<file path="src/rtl/vcap_pkg.sv">
package vcap_pkg;
  localparam logic [2:0] MODE_PORT16 = 3'b001;
  localparam logic [2:0] MODE_PORT8  = 3'b010;
  localparam logic [2:0] MODE_CPU    = 3'b100;

  function automatic logic mode_ok(input logic [2:0] m);
    return (m == MODE_PORT16) || (m == MODE_PORT8) || (m == MODE_CPU);
  endfunction
endpackage

</file>
<file path="src/rtl/vcap_word_src.sv">
module vcap_word_src
  import vcap_pkg::*;
#(
  parameter int DATA_W = 16
) (
  input  logic              clk,
  input  logic              rst_n,
  input  logic [2:0]        mode,
  input  logic              flush,
  input  logic              port_valid,
  input  logic [DATA_W-1:0] port_data,
  input  logic              cpu_valid,
  input  logic [DATA_W-1:0] cpu_data,
  output logic              word_valid,
  output logic [DATA_W-1:0] word
);
  localparam int HALF_W = DATA_W / 2;

  logic              phase_q, phase_d;
  logic [HALF_W-1:0] low_q, low_d;

  always_comb begin
    phase_d = phase_q;
    low_d   = low_q;
    if (flush) begin
      phase_d = 1'b0;
    end else if (mode == MODE_PORT8 && port_valid) begin
      if (!phase_q) begin
        low_d   = port_data[HALF_W-1:0];
        phase_d = 1'b1;
      end else begin
        phase_d = 1'b0;
      end
    end
  end

  always_ff @(posedge clk or negedge rst_n) begin
    if (!rst_n) begin
      phase_q <= 1'b0;
      low_q   <= '0;
    end else begin
      phase_q <= phase_d;
      low_q   <= low_d;
    end
  end

  always_comb begin
    case (mode)
      MODE_PORT16: begin
        word_valid = port_valid;
        word       = port_data;
      end
      MODE_PORT8: begin
        word_valid = port_valid && phase_q;
        word       = {port_data[HALF_W-1:0], low_q};
      end
      MODE_CPU: begin
        word_valid = cpu_valid;
        word       = cpu_data;
      end
      default: begin
        word_valid = 1'b0;
        word       = '0;
      end
    endcase
  end
endmodule

</file>
<file path="src/rtl/vcap_addr_gen.sv">
module vcap_addr_gen
  import vcap_pkg::*;
#(
  parameter int ADDR_W = 24,
  parameter int DIM_W  = 12
) (
  input  logic              clk,
  input  logic              rst_n,
  input  logic              vs,
  input  logic              hs,
  input  logic              word_valid,
  input  logic              can_issue,
  input  logic [2:0]        cfg_mode,
  input  logic [ADDR_W-1:0] cfg_start,
  input  logic [DIM_W-1:0]  cfg_width,
  input  logic [DIM_W-1:0]  cfg_height,
  input  logic [ADDR_W-1:0] cfg_stride,
  output logic              active,
  output logic              take,
  output logic              drop_busy,
  output logic [ADDR_W-1:0] cur_addr,
  output logic [2:0]        act_mode
);
  logic              active_q, active_d;
  logic [ADDR_W-1:0] line_q, line_d, addr_q, addr_d, stride_q, stride_d;
  logic [DIM_W-1:0]  col_q, col_d, row_q, row_d, width_q, width_d, height_q, height_d;
  logic [2:0]        mode_q, mode_d;
  logic              room, last_row, cand;

  assign room      = col_q < width_q;
  assign last_row  = row_q == height_q - 1'b1;
  assign cand      = active_q && word_valid && !vs && !hs && room;
  assign take      = cand && can_issue;
  assign drop_busy = cand && !can_issue;

  always_comb begin
    active_d = active_q;
    line_d   = line_q;
    addr_d   = addr_q;
    col_d    = col_q;
    row_d    = row_q;
    width_d  = width_q;
    height_d = height_q;
    stride_d = stride_q;
    mode_d   = mode_q;
    if (vs) begin
      width_d  = cfg_width;
      height_d = cfg_height;
      stride_d = cfg_stride;
      mode_d   = cfg_mode;
      line_d   = cfg_start;
      addr_d   = cfg_start;
      col_d    = '0;
      row_d    = '0;
      active_d = mode_ok(cfg_mode) && (cfg_height != '0);
    end else if (active_q && hs) begin
      if (last_row) begin
        active_d = 1'b0;
      end else begin
        row_d  = row_q + 1'b1;
        line_d = line_q + stride_q;
        addr_d = line_q + stride_q;
        col_d  = '0;
      end
    end else if (take) begin
      addr_d = addr_q + 1'b1;
      col_d  = col_q + 1'b1;
      if (col_q == width_q - 1'b1 && last_row) active_d = 1'b0;
    end
  end

  always_ff @(posedge clk or negedge rst_n) begin
    if (!rst_n) begin
      active_q <= 1'b0;
      line_q   <= '0;
      addr_q   <= '0;
      col_q    <= '0;
      row_q    <= '0;
      width_q  <= '0;
      height_q <= '0;
      stride_q <= '0;
      mode_q   <= '0;
    end else begin
      active_q <= active_d;
      line_q   <= line_d;
      addr_q   <= addr_d;
      col_q    <= col_d;
      row_q    <= row_d;
      width_q  <= width_d;
      height_q <= height_d;
      stride_q <= stride_d;
      mode_q   <= mode_d;
    end
  end

  assign active   = active_q;
  assign cur_addr = addr_q;
  assign act_mode = mode_q;


  addr_step_chk: assert property (@(posedge clk) disable iff (!rst_n)
    take |=> addr_q == $past(addr_q) + 1'b1);

  col_bound_chk: assert property (@(posedge clk) disable iff (!rst_n)
    active_q |-> col_q <= width_q);

  row_bound_chk: assert property (@(posedge clk) disable iff (!rst_n)
    active_q |-> row_q < height_q);
endmodule

</file>
<file path="src/rtl/vcap_wr_port.sv">
module vcap_wr_port #(
  parameter int ADDR_W = 24,
  parameter int DATA_W = 16
) (
  input  logic              clk,
  input  logic              rst_n,
  input  logic              take,
  input  logic              drop,
  input  logic [ADDR_W-1:0] addr,
  input  logic [DATA_W-1:0] data,
  input  logic              wr_ack,
  input  logic              ovf_clear,
  output logic              can_issue,
  output logic              wr_req,
  output logic [ADDR_W-1:0] wr_addr,
  output logic [DATA_W-1:0] wr_data,
  output logic              ovf_flag
);
  logic              req_q, req_d, ovf_q, ovf_d;
  logic [ADDR_W-1:0] addr_q;
  logic [DATA_W-1:0] data_q;

  assign can_issue = !req_q || wr_ack;

  always_comb begin
    req_d = req_q;
    if (take) req_d = 1'b1;
    else if (wr_ack) req_d = 1'b0;
    ovf_d = ovf_q;
    if (drop) ovf_d = 1'b1;
    else if (ovf_clear) ovf_d = 1'b0;
  end

  always_ff @(posedge clk or negedge rst_n) begin
    if (!rst_n) begin
      req_q <= 1'b0;
      ovf_q <= 1'b0;
    end else begin
      req_q <= req_d;
      ovf_q <= ovf_d;
    end
  end

  always_ff @(posedge clk or negedge rst_n) begin
    if (!rst_n) begin
      addr_q <= '0;
      data_q <= '0;
    end else if (take) begin
      addr_q <= addr;
      data_q <= data;
    end
  end

  assign wr_req   = req_q;
  assign wr_addr  = addr_q;
  assign wr_data  = data_q;
  assign ovf_flag = ovf_q;


  wr_hold_chk: assert property (@(posedge clk) disable iff (!rst_n)
    (req_q && !wr_ack) |=> (req_q && $stable(addr_q) && $stable(data_q)));

  no_overflow_chk: assert property (@(posedge clk) disable iff (!rst_n)
    drop |=> ovf_q);
endmodule

</file>
<file path="src/rtl/vcap_window_writer.sv">
module vcap_window_writer #(
  parameter int ADDR_W = 24,
  parameter int DATA_W = 16,
  parameter int DIM_W  = 12
) (
  input  logic              clk,
  input  logic              rst_n,
  input  logic [2:0]        cfg_mode,
  input  logic [ADDR_W-1:0] cfg_start,
  input  logic [DIM_W-1:0]  cfg_width,
  input  logic [DIM_W-1:0]  cfg_height,
  input  logic [ADDR_W-1:0] cfg_stride,
  input  logic              ovf_clear,
  input  logic              pix_valid,
  input  logic [DATA_W-1:0] pix_data,
  input  logic              hs,
  input  logic              vs,
  input  logic              cpu_valid,
  input  logic [DATA_W-1:0] cpu_data,
  output logic              wr_req,
  output logic [ADDR_W-1:0] wr_addr,
  output logic [DATA_W-1:0] wr_data,
  input  logic              wr_ack,
  output logic              ovf_flag,
  output logic              busy
);
  logic              active, take, drop_busy, can_issue, word_valid, flush;
  logic [ADDR_W-1:0] cur_addr;
  logic [DATA_W-1:0] word;
  logic [2:0]        act_mode;

  assign flush = vs || hs || !active;
  assign busy  = active;

  vcap_word_src #(.DATA_W(DATA_W)) i_src (
    .clk(clk), .rst_n(rst_n), .mode(act_mode), .flush(flush),
    .port_valid(pix_valid), .port_data(pix_data),
    .cpu_valid(cpu_valid), .cpu_data(cpu_data),
    .word_valid(word_valid), .word(word)
  );

  vcap_addr_gen #(.ADDR_W(ADDR_W), .DIM_W(DIM_W)) i_addr (
    .clk(clk), .rst_n(rst_n), .vs(vs), .hs(hs),
    .word_valid(word_valid), .can_issue(can_issue),
    .cfg_mode(cfg_mode), .cfg_start(cfg_start), .cfg_width(cfg_width),
    .cfg_height(cfg_height), .cfg_stride(cfg_stride),
    .active(active), .take(take), .drop_busy(drop_busy),
    .cur_addr(cur_addr), .act_mode(act_mode)
  );

  vcap_wr_port #(.ADDR_W(ADDR_W), .DATA_W(DATA_W)) i_wr (
    .clk(clk), .rst_n(rst_n), .take(take), .drop(drop_busy),
    .addr(cur_addr), .data(word), .wr_ack(wr_ack), .ovf_clear(ovf_clear),
    .can_issue(can_issue), .wr_req(wr_req), .wr_addr(wr_addr),
    .wr_data(wr_data), .ovf_flag(ovf_flag)
  );


  idle_req_chk: assert property (@(posedge clk) disable iff (!rst_n)
    (!busy && !vs) |=> !(wr_req && !$past(wr_req)));
endmodule

</file>
<file path="config.mk">
export PLATFORM = sky130hd
export DESIGN_NAME = vcap_window_writer
export DESIGN_NICKNAME = d
export VERILOG_FILES = /design/src/rtl/vcap_pkg.sv /design/src/rtl/vcap_word_src.sv /design/src/rtl/vcap_addr_gen.sv /design/src/rtl/vcap_wr_port.sv /design/src/rtl/vcap_window_writer.sv
export SDC_FILE = /design/constraint.sdc
export NUM_CORES = 1
export LEC_CHECK = 0
export BUFFER_PORTS_ARGS = -buffer_cell sky130_fd_sc_hd__buf_2
export CAP_MARGIN = 20
export CORE_ASPECT_RATIO = 0.9
export CORE_MARGIN = 4
export CORE_UTILIZATION = 40
export CTS_CLUSTER_SIZE = 20
export DETAILED_ROUTE_END_ITERATION = 7
export PLACE_DENSITY_LB_ADDON = 0.1
export SLEW_MARGIN = 15
export SYNTH_ARGS = -nofsm -noshare
export SYNTH_HDL_FRONTEND = slang
export SYNTH_SLANG_ARGS = --single-unit
export TNS_END_PERCENT = 1
</file>
<file path="constraint.sdc">
create_clock -name clk -period 3.55 [get_ports clk]
set_input_delay 0.5325 -clock clk [delete_from_list [all_inputs] [get_ports clk]]
set_output_delay 0.5325 -clock clk [all_outputs]
set_load 0.01 [all_outputs]
</file>
# == After elaboration in Yosys (flattened, before gate mapping) ==
# Cells that the tools add are included.
# Widths: inputs -> output; s select.
# totals
reg_bits,175
inputBits,115
out_inout_bits,43
wordCells,94
# classes
n_addsub,6
order_cmp,1
eq_ne,11
muxes,27
n_bitwise,2
reduce_logical,32
# ops
operator,count
$mux 24,6
$mux 12,7
$pmux 16 s3,1
$add 12x1->12 const B,2
$add 24x1->24 const B,1
$add 24x24->24,1
$eq 12x12->1,2
$sub 12x1->12 const B,2
$lt 12x12->1,1
$mux 1,12
$reduce_bool 12->1,1
$logic_and 1x1->1,11
$reduce_bool 2->1,4
$eq 3x1->1 const B,2
$eq 3x2->1 const B,2
$eq 3x3->1 const B,2
$reduce_and 3->1,2
$reduce_bool 3->1,2
$logic_not 1->1,5
$logic_or 1x1->1,5
$reduce_and 2->1,2
$ne 3x2->1 const B,1
$ne 3x3->1 const B,1
$pmux 1 s3,1
2 further kinds,3

# == Depth between registers and ports, before layout ==
# Gate-level depths: netlist of run 1.
# logic_depth
depth_word,10
ltp_mapped,12
depth_no_buf,10

# == Modules after synthesis ==
# Synthesis of run 1 repeated with hierarchy kept, for this count alone.
# unflattened
hier_cells,1085
hier_area_um2,10765.3
# by_module_without_submodules
module,instances,cells_each,area_per_inst_um2,seq_area_each_um2
vcap_addr_gen,1,910,8259.2,3103.0
vcap_wr_port,1,91,1762.9,1051.0
vcap_word_src,1,83,734.5,225.2
vcap_window_writer,1,1,8.8,0.0

# == Worst setup path before layout of run 1 ==
# OpenSTA, ideal clock, no wires.
# synth_path
kind,reg2reg
startpoint,reg i_addr.stride_q[0]
endpoint,reg i_addr.addr_q[22] (netlist: i_addr.cur_addr[22])
setup_ps,65
t_arrival_ps,2498
t_required_ps,3485
path_slack_ps,987
path_stages_with_launch,11
path_buffers,0
synth_period_minus_slack_ps,2563
cell_sequence,dfrtp_1 > ha_1 > fa_1 > a211oi_1 > o211ai_1 > nand2_1 > o31ai_1 > a221oi_1 > mux2_2 > a21oi_1 > o22a_1
# synth_via
elab_chain_len,4
# synth_rtl
element,line,text
start: declaration,vcap_addr_gen.sv:25,"logic [ADDR_W-1:0] line_q, line_d, addr_q, addr_d, stride_q, stride_d;"
start signal: assignment,vcap_addr_gen.sv:91,stride_q <= stride_d;
$add 24x24->24,vcap_addr_gen.sv:62,addr_d = line_q + stride_q;
$mux 24,vcap_addr_gen.sv:57,if (last_row) begin
$mux 24,vcap_addr_gen.sv:56,end else if (active_q && hs) begin
$mux 24,vcap_addr_gen.sv:46,if (vs) begin
end signal: assignment,vcap_addr_gen.sv:86,addr_q <= addr_d;
end: declaration,vcap_addr_gen.sv:25,
# No other way between the ends. The select of a mux whose other input is x is not followed.
# A chain may end at the register's enable or synchronous reset.

# == Worst setup path in the final report of run 1 ==
# layout_path
startpoint,reg i_addr.height_q[0]
endpoint,reg i_addr.addr_q[7] (netlist: i_addr.cur_addr[7])
# layout_via
elab_chain_len,4
# layout_rtl
element,line,text
start: declaration,vcap_addr_gen.sv:26,"logic [DIM_W-1:0] col_q, col_d, row_q, row_d, width_q, width_d, height_q, height_d;"
start signal: assignment,vcap_addr_gen.sv:90,height_q <= height_d;
$sub 12x1->12,vcap_addr_gen.sv:31,assign last_row = row_q == height_q - 1'b1;
$eq 12x12->1,vcap_addr_gen.sv:31,
$ne 3x3->1 (no line),n/a,
$reduce_and 2->1 (no line),n/a,
# No other way between the ends.

==> metrics.txt, run 1 <==
status=completed; Post-Syn Area=10,500 µm²; Post-DRT Antenna Nets=0; GPL Wtd Cong=0.886; met2 WL post-DR=12.9 mm; most common cell after layout, fill and taps aside=dfrtp_1; Hold Violations, Final=0; GRT overflow=0; Max Buffers Root-to-Sink=2; WP data required=3880 ps; peak supply drop=0.000328 V; Die Area=29,000 µm²; Hold/Removal Path Class=in -> async; RSZ-0062 raised after global routing=no; Clock Latency Late Sink=440 ps; initial cell density of the core=40.6%; Core ar.=26,000 µm²; DRC Markers=0; gr usage total=20.1%; max cap viols=0; gate count of the mapped netlist=1,102; design area=12,300 µm²; Final Setup Violations=0; hold_buf cts=0; Post-synth top flop=dfrtp_1; initial antenna violation count=2; Finished Layout Cells=1,611; Max transition margin=42.6%; Metal-1 WL=14.4 mm; ys async rst share=100%; clock slew at reported path FFs=80 ps; H-tree level count=4; final worst path period share=83.8%; leakage=5.50 nW; critical path class=reg -> reg; Via density=5.48; fraction of layout cells with a size suffix above 1=23.8%; maximum clock frequency=336 MHz; syn_nets=1,258; post-DR wirelength/cell=18.0 µm; Distinct cells, synth=82; wire length of the first global-routing pass=46.1 mm; Worst-Margin Slew=856 ps; initial DRC count=560; largest net degree at the start of global routing=124; CTS Buf Count=17; post-CTS setup buffers=0; DR pass1 iterations=5; R2R setup slack=580 ps; vias=8,828; CTS tree=done; P&R area growth vs syn=16.6%; Final #Nets=1,406; Post-Place Cells=1,579; port bufs=157; Cell Rows=56; Top Metal Used=met5; post-DP HPWL=21.3 mm; Avg Cell Area, Syn=9.57 µm²; vias in the first global route=8,433; I/O pin cnt=158; most frequent cells in the layout=175 x dfrtp_1, 155 x buf_2, 94 x nor2_1, 90 x nand2_1, 82 x a21oi_1; fin. max-slew vios=0; Sink Count=175; Resize count post-CTS=0; Antenna Cells=0; Setup TNS=0 ps; CTS Root Cell=clkbuf_16; synthesis warning total=0; Die H=162 µm; Pwr Density=536 nW/µm²; Final min period=2970 ps; metal3 WL=1.40 mm; die width=179 µm; critical path endpoint category=flip-flop; placed cell areas=11,700 µm²; final WL=28.9 mm; post-synthesis sequential area ratio=41.5%; Tot Pwr=6.59 mW; Max Fanout on Critical Path=13; Arr. time, crit path=3300 ps; Worst Skew=12.5 ps; EDFF count, synth=0; synthesized flop and latch total=175; Startpoint Class=flip-flop
[layer usage]
| metal | vias to the layer above | GRT usage (%) |
|---|---|---|
| met5 | - | 0 |
| met4 | 4 | 3.43 |
| met3 | 17 | 4.63 |
| met2 | 183 | 30.9 |
| met1 | 4305 | 29.4 |
| li1 | 4319 | - |
[report_power, final]
group	switching [mW]	internal, mW	leakage (nW)
clock network	0.895	0.994	0.273
registers	0.341	2.37	2.16
logic	1.10	0.881	3.07
total	2.34	4.25	5.50
[state kept, by name, indices dropped and copies added (netlist names)]
register,flops
i_addr.act_mode,3
i_addr.active,1
i_addr.col_q,12
i_addr.cur_addr,24
i_addr.height_q,12
i_addr.line_q,24
i_addr.row_q,12
i_addr.stride_q,24
i_addr.width_q,12
i_src.low_q,8
i_src.phase_q,1
i_wr.ovf_flag,1
i_wr.wr_addr,24
i_wr.wr_data,16
i_wr.wr_req,1
[cell families after synthesis]
family	synth area share [%]
adders and majority gates	4.94
and+or+nand+nor	17.3
AOI/OAI and AO/OA	17.8
buffers and inverters	3.80
xor gates and xnor gates	6.15
DFF	41.5
muxes	8.48
[path summary, 6_finish.rpt]
path / start / end / depth (start not counted)
worst max-delay path: i_addr.height_q[0]$_DFFE_PN0P_ / i_addr.cur_addr[7]$_DFFE_PN0P_ / 10
worst min-delay path: rst_n / i_addr.stride_q[18]$_DFFE_PN0P_ / 1
min in group clk: ovf_clear / i_wr.ovf_flag$_DFFE_PN0P_ / 2
worst min register to register: i_wr.wr_addr[16]$_DFFE_PN0P_ / i_wr.wr_addr[16]$_DFFE_PN0P_ / 1
worst max register to register: i_addr.height_q[0]$_DFFE_PN0P_ / i_addr.cur_addr[7]$_DFFE_PN0P_ / 10
max in group asynchronous: rst_n / i_addr.active$_DFFE_PN0P_ / 2
[layout make-up]
type	count	area, µm²
clock buffers	18	429
clock inverters	14	145
fillers	2535	13700
inverters	37	139
multi-input cells	837	5760
flip-flops and latches	175	4380
well taps	348	435
repair buffers	182	997
[metrics by stage]
stage | utilization [%] | hold slack, ps | setup WS [ps]
finish | 47.3 | 138 | 576
global route | 47.3 | 179 | 337
CTS | 47.3 | 159 | 585
detailed placement | 45.1 | 484 | 598
global placement | 45.1 | 470 | 626
floorplan | - | 237 | 987
[critical path, cell delays in order, from the launching register on]
cell and delay [ps]:
dfrtp_1 440, inv_1 100, ha_1 220, nor4b_4 280
nand2_1 110, xnor2_1 140, nor4b_2 450, a41oi_4 380
nor2_4 200, buf_4 200, mux2_2 350
[synth_stat cells, types with 20 or more instances]
master | n | share of area [%]
a21o_1 | 21 | 1.5
a21oi_1 | 82 | 3.9
clkbuf_1 | 34 | 1.2
dfrtp_1 | 175 | 42
ha_1 | 40 | 4.7
inv_1 | 36 | 1.3
mux2_2 | 62 | 6.6
nand2_1 | 90 | 3.2
nand3_1 | 38 | 1.8
nand4_1 | 20 | 1.2
nor2_1 | 94 | 3.3
nor3_1 | 21 | 1.0
o21ai_0 | 63 | 3.0
xnor2_1 | 32 | 2.7
xor2_1 | 42 | 3.5
No activity file was read; power rests on OpenSTA's default activity.
==> run 2, diff against run 1 <==
clock period = 2.6 ns   (was 3.55 ns; I/O delays follow)
==> run 2 against run 1 <==
Against the previous run: the run now ends with setup timing left; first-iteration DRC count is 6.8% lower; worst hold slack worse by 11 ps; worst setup slack worse by 640 ps; core utilization is 3.3 points higher; global-route usage is 0.53 points higher; highest routed layer unchanged; via count is 2.9% higher; non-clock buffer count is 86 higher; die area stayed put; count of clock-buffer cells in the layout is 1 higher; power is 43% higher; largest cell class unchanged; design area is 7.0% higher; register-to-register slack worse by 640 ps.
==> metrics.txt, run 2 (synthesis results as in run 1) <==
status=complete, but fails checks; failing checks=setup timing; Startpoint Class=flip-flop; final worst path period share=102% (+19 points); Reg power frac=39.1% (-2.1 points); Hold Violations, Final=0 (unchanged); CTS tree=done; Setup TNS=-171 ps (-171 ps); Worst Skew=15.1 ps (+2.60 ps); Finished Layout Cells=1,697 (+5.3%); Die H=162 µm (unchanged); cells on worst reg2reg path=10 (unchanged); Net Sw Frac=34.7% (-0.87 points); vias=9,088 (+2.9%); Sink Count=175 (unchanged); Cell Rows=56 (unchanged); Clock Latency Late Sink=450 ps (about the same); fin. max-slew vios=0 (unchanged); Pwr Density=716 nW/µm² (+34%); power share of the clock group=28.3% (-0.4 points); initial DRC count=522 (-6.8%); Worst-Margin Slew=641 ps (-215 ps); fill cell count=2,462 (-2.9%); fraction of layout cells with a size suffix above 1=30.4% (+6.6 points); DRC Markers=0 (unchanged); DP Worst Slack=-358 ps (-956 ps); die width=179 µm (unchanged); final WL=29.5 mm (+1.9%); Via density=5.36 (-2.3%); port bufs=157 (unchanged); wire length of the first global-routing pass=47.2 mm (+2.4%); Core ar.=26,000 µm² (unchanged); Max Buffers Root-to-Sink=2 (unchanged); total net switching power=3.26 mW (+39%); max cap viols=0 (unchanged); maximum clock frequency=375 MHz (+12%); Hold Path Depth=2; Final Util=50.6% (+3.3 points); P&R area growth vs syn=24.7%; initial cell density of the core=40.6% (unchanged); H-tree level count=4 (unchanged); clock slew at reported path FFs=80 ps (about the same); DR pass1 iterations=6 (+1); critical path class=reg -> reg; Tot Pwr=9.41 mW (+43%); Max Fanout on Critical Path=3 (-10); post-DR wirelength/cell=17.4 µm (-3.3%); WP data required=2990 ps (-890 ps); placed cell areas=12,300 µm² (+5.2%); CTS Root Cell=clkbuf_16; GRT overflow=0 (unchanged); Post-DRT Antenna Nets=0 (unchanged); gr usage total=20.6% (+0.53 points); most common cell after layout, fill and taps aside=dfrtp_1; Final min period=2660 ps (-310 ps); GPL Wtd Cong=0.844 (-4.8%); I/O pin cnt=158 (unchanged); Die Area=29,000 µm² (unchanged); Max transition margin=57.2% (+15 points); Setup WS post-layout=-64.1 ps (-640 ps); Hold/Removal Path Class=in -> reg; critical path endpoint category=flip-flop; peak supply drop=0.000485 V (+48%); initial antenna violation count=2 (unchanged); Pint=6.15 mW (+45%); Antenna Cells=0 (unchanged); Arr. time, crit path=3060 ps (-240 ps); hold_ws=127 ps (-10.5 ps); largest net degree at the start of global routing=124 (unchanged); most frequent cells in the layout=174 x dfrtp_1, 155 x buf_2, 104 x buf_4, 94 x nor2_1, 89 x nand2_1; Final #Nets=1,492 (+6.1%); RSZ-0062 raised after global routing=yes; Post-Place Cells=1,657 (+4.9%); design area=13,200 µm² (+7.0%); combinational cell fraction of total power=32.6% (+2.5 points); vias in the first global route=8,887 (+5.4%); leakage=5.98 nW (+8.8%); Final Setup Violations=4 (+4); post-DP HPWL=22.0 mm (+3.6%); CTS Buf Count=17 (unchanged)
==> run 2: final timing paths <==
check | startpoint | slack [ps] | end
worst max-delay path | i_addr.stride_q[0]$_DFFE_PN0P_ | -60 | i_addr.cur_addr[22]$_DFFE_PN0P_
worst min register to register | i_wr.wr_addr[20]$_DFFE_PN0P_ | 500 | i_wr.wr_addr[20]$_DFFE_PN0P_
max in group asynchronous | rst_n | 1430 | i_addr.height_q[3]$_DFFE_PN0P_
worst min-delay path | ovf_clear | 130 | i_wr.ovf_flag$_DFFE_PN0P_
worst max register to register | i_addr.stride_q[0]$_DFFE_PN0P_ | -60 | i_addr.cur_addr[22]$_DFFE_PN0P_
min in group asynchronous | rst_n | 440 | i_addr.cur_addr[22]$_DFFE_PN0P_
==> run 2: layer usage <==
metal  global-route usage (%)  routed length (µm)
met1                     29.8               14400
met2                     31.7               13400
met3                     4.54                1390
met4                     4.64                 338
met5                        0                  27
==> run 2: power groups by stage <==
stage | Combinational, mW | Clock, mW | Sequential, mW
finish | 3.07 | 2.66 | 3.68
global route | 3.41 | 2.84 | 3.76
CTS | 3.04 | 2.73 | 3.69
detailed placement | 2.94 | 0 | 3.73
global placement | 2.91 | 0 | 3.73
floorplan | 1.74 | 0 | 3.73
==> run 2: critical path: stages, from the launching register on <==
cell and delay [ps]:
dfrtp_1 390, ha_2 200, fa_2 350, a211oi_2 250
o211ai_1 220, nand2_1 200, o31ai_4 100, a221oi_2 330
mux2_4 340, a21oi_2 110, o22a_1 130
==> run 2: timing repair <==
item	in CTS	in global routing
pin swaps	14	13
endpoints found under the hold margin	33	0
gates cloned	0	0
endpoints found under the setup margin	88	84
buffers inserted	4	2
gates resized for setup	27	14
hold buffers	1	0
==> run 2: final cells by class <==
cell class              count  area [µm²]  share of cell area (%)
well taps                 348         435                    3.31
multi-input cells         837        5910                    44.9
inverters                  37         139                    1.06
flip-flops and latches    175        4380                    33.3
repair buffers            268        1690                    12.8
clock inverters            13         153                    1.16
clock buffers              19         443                    3.37
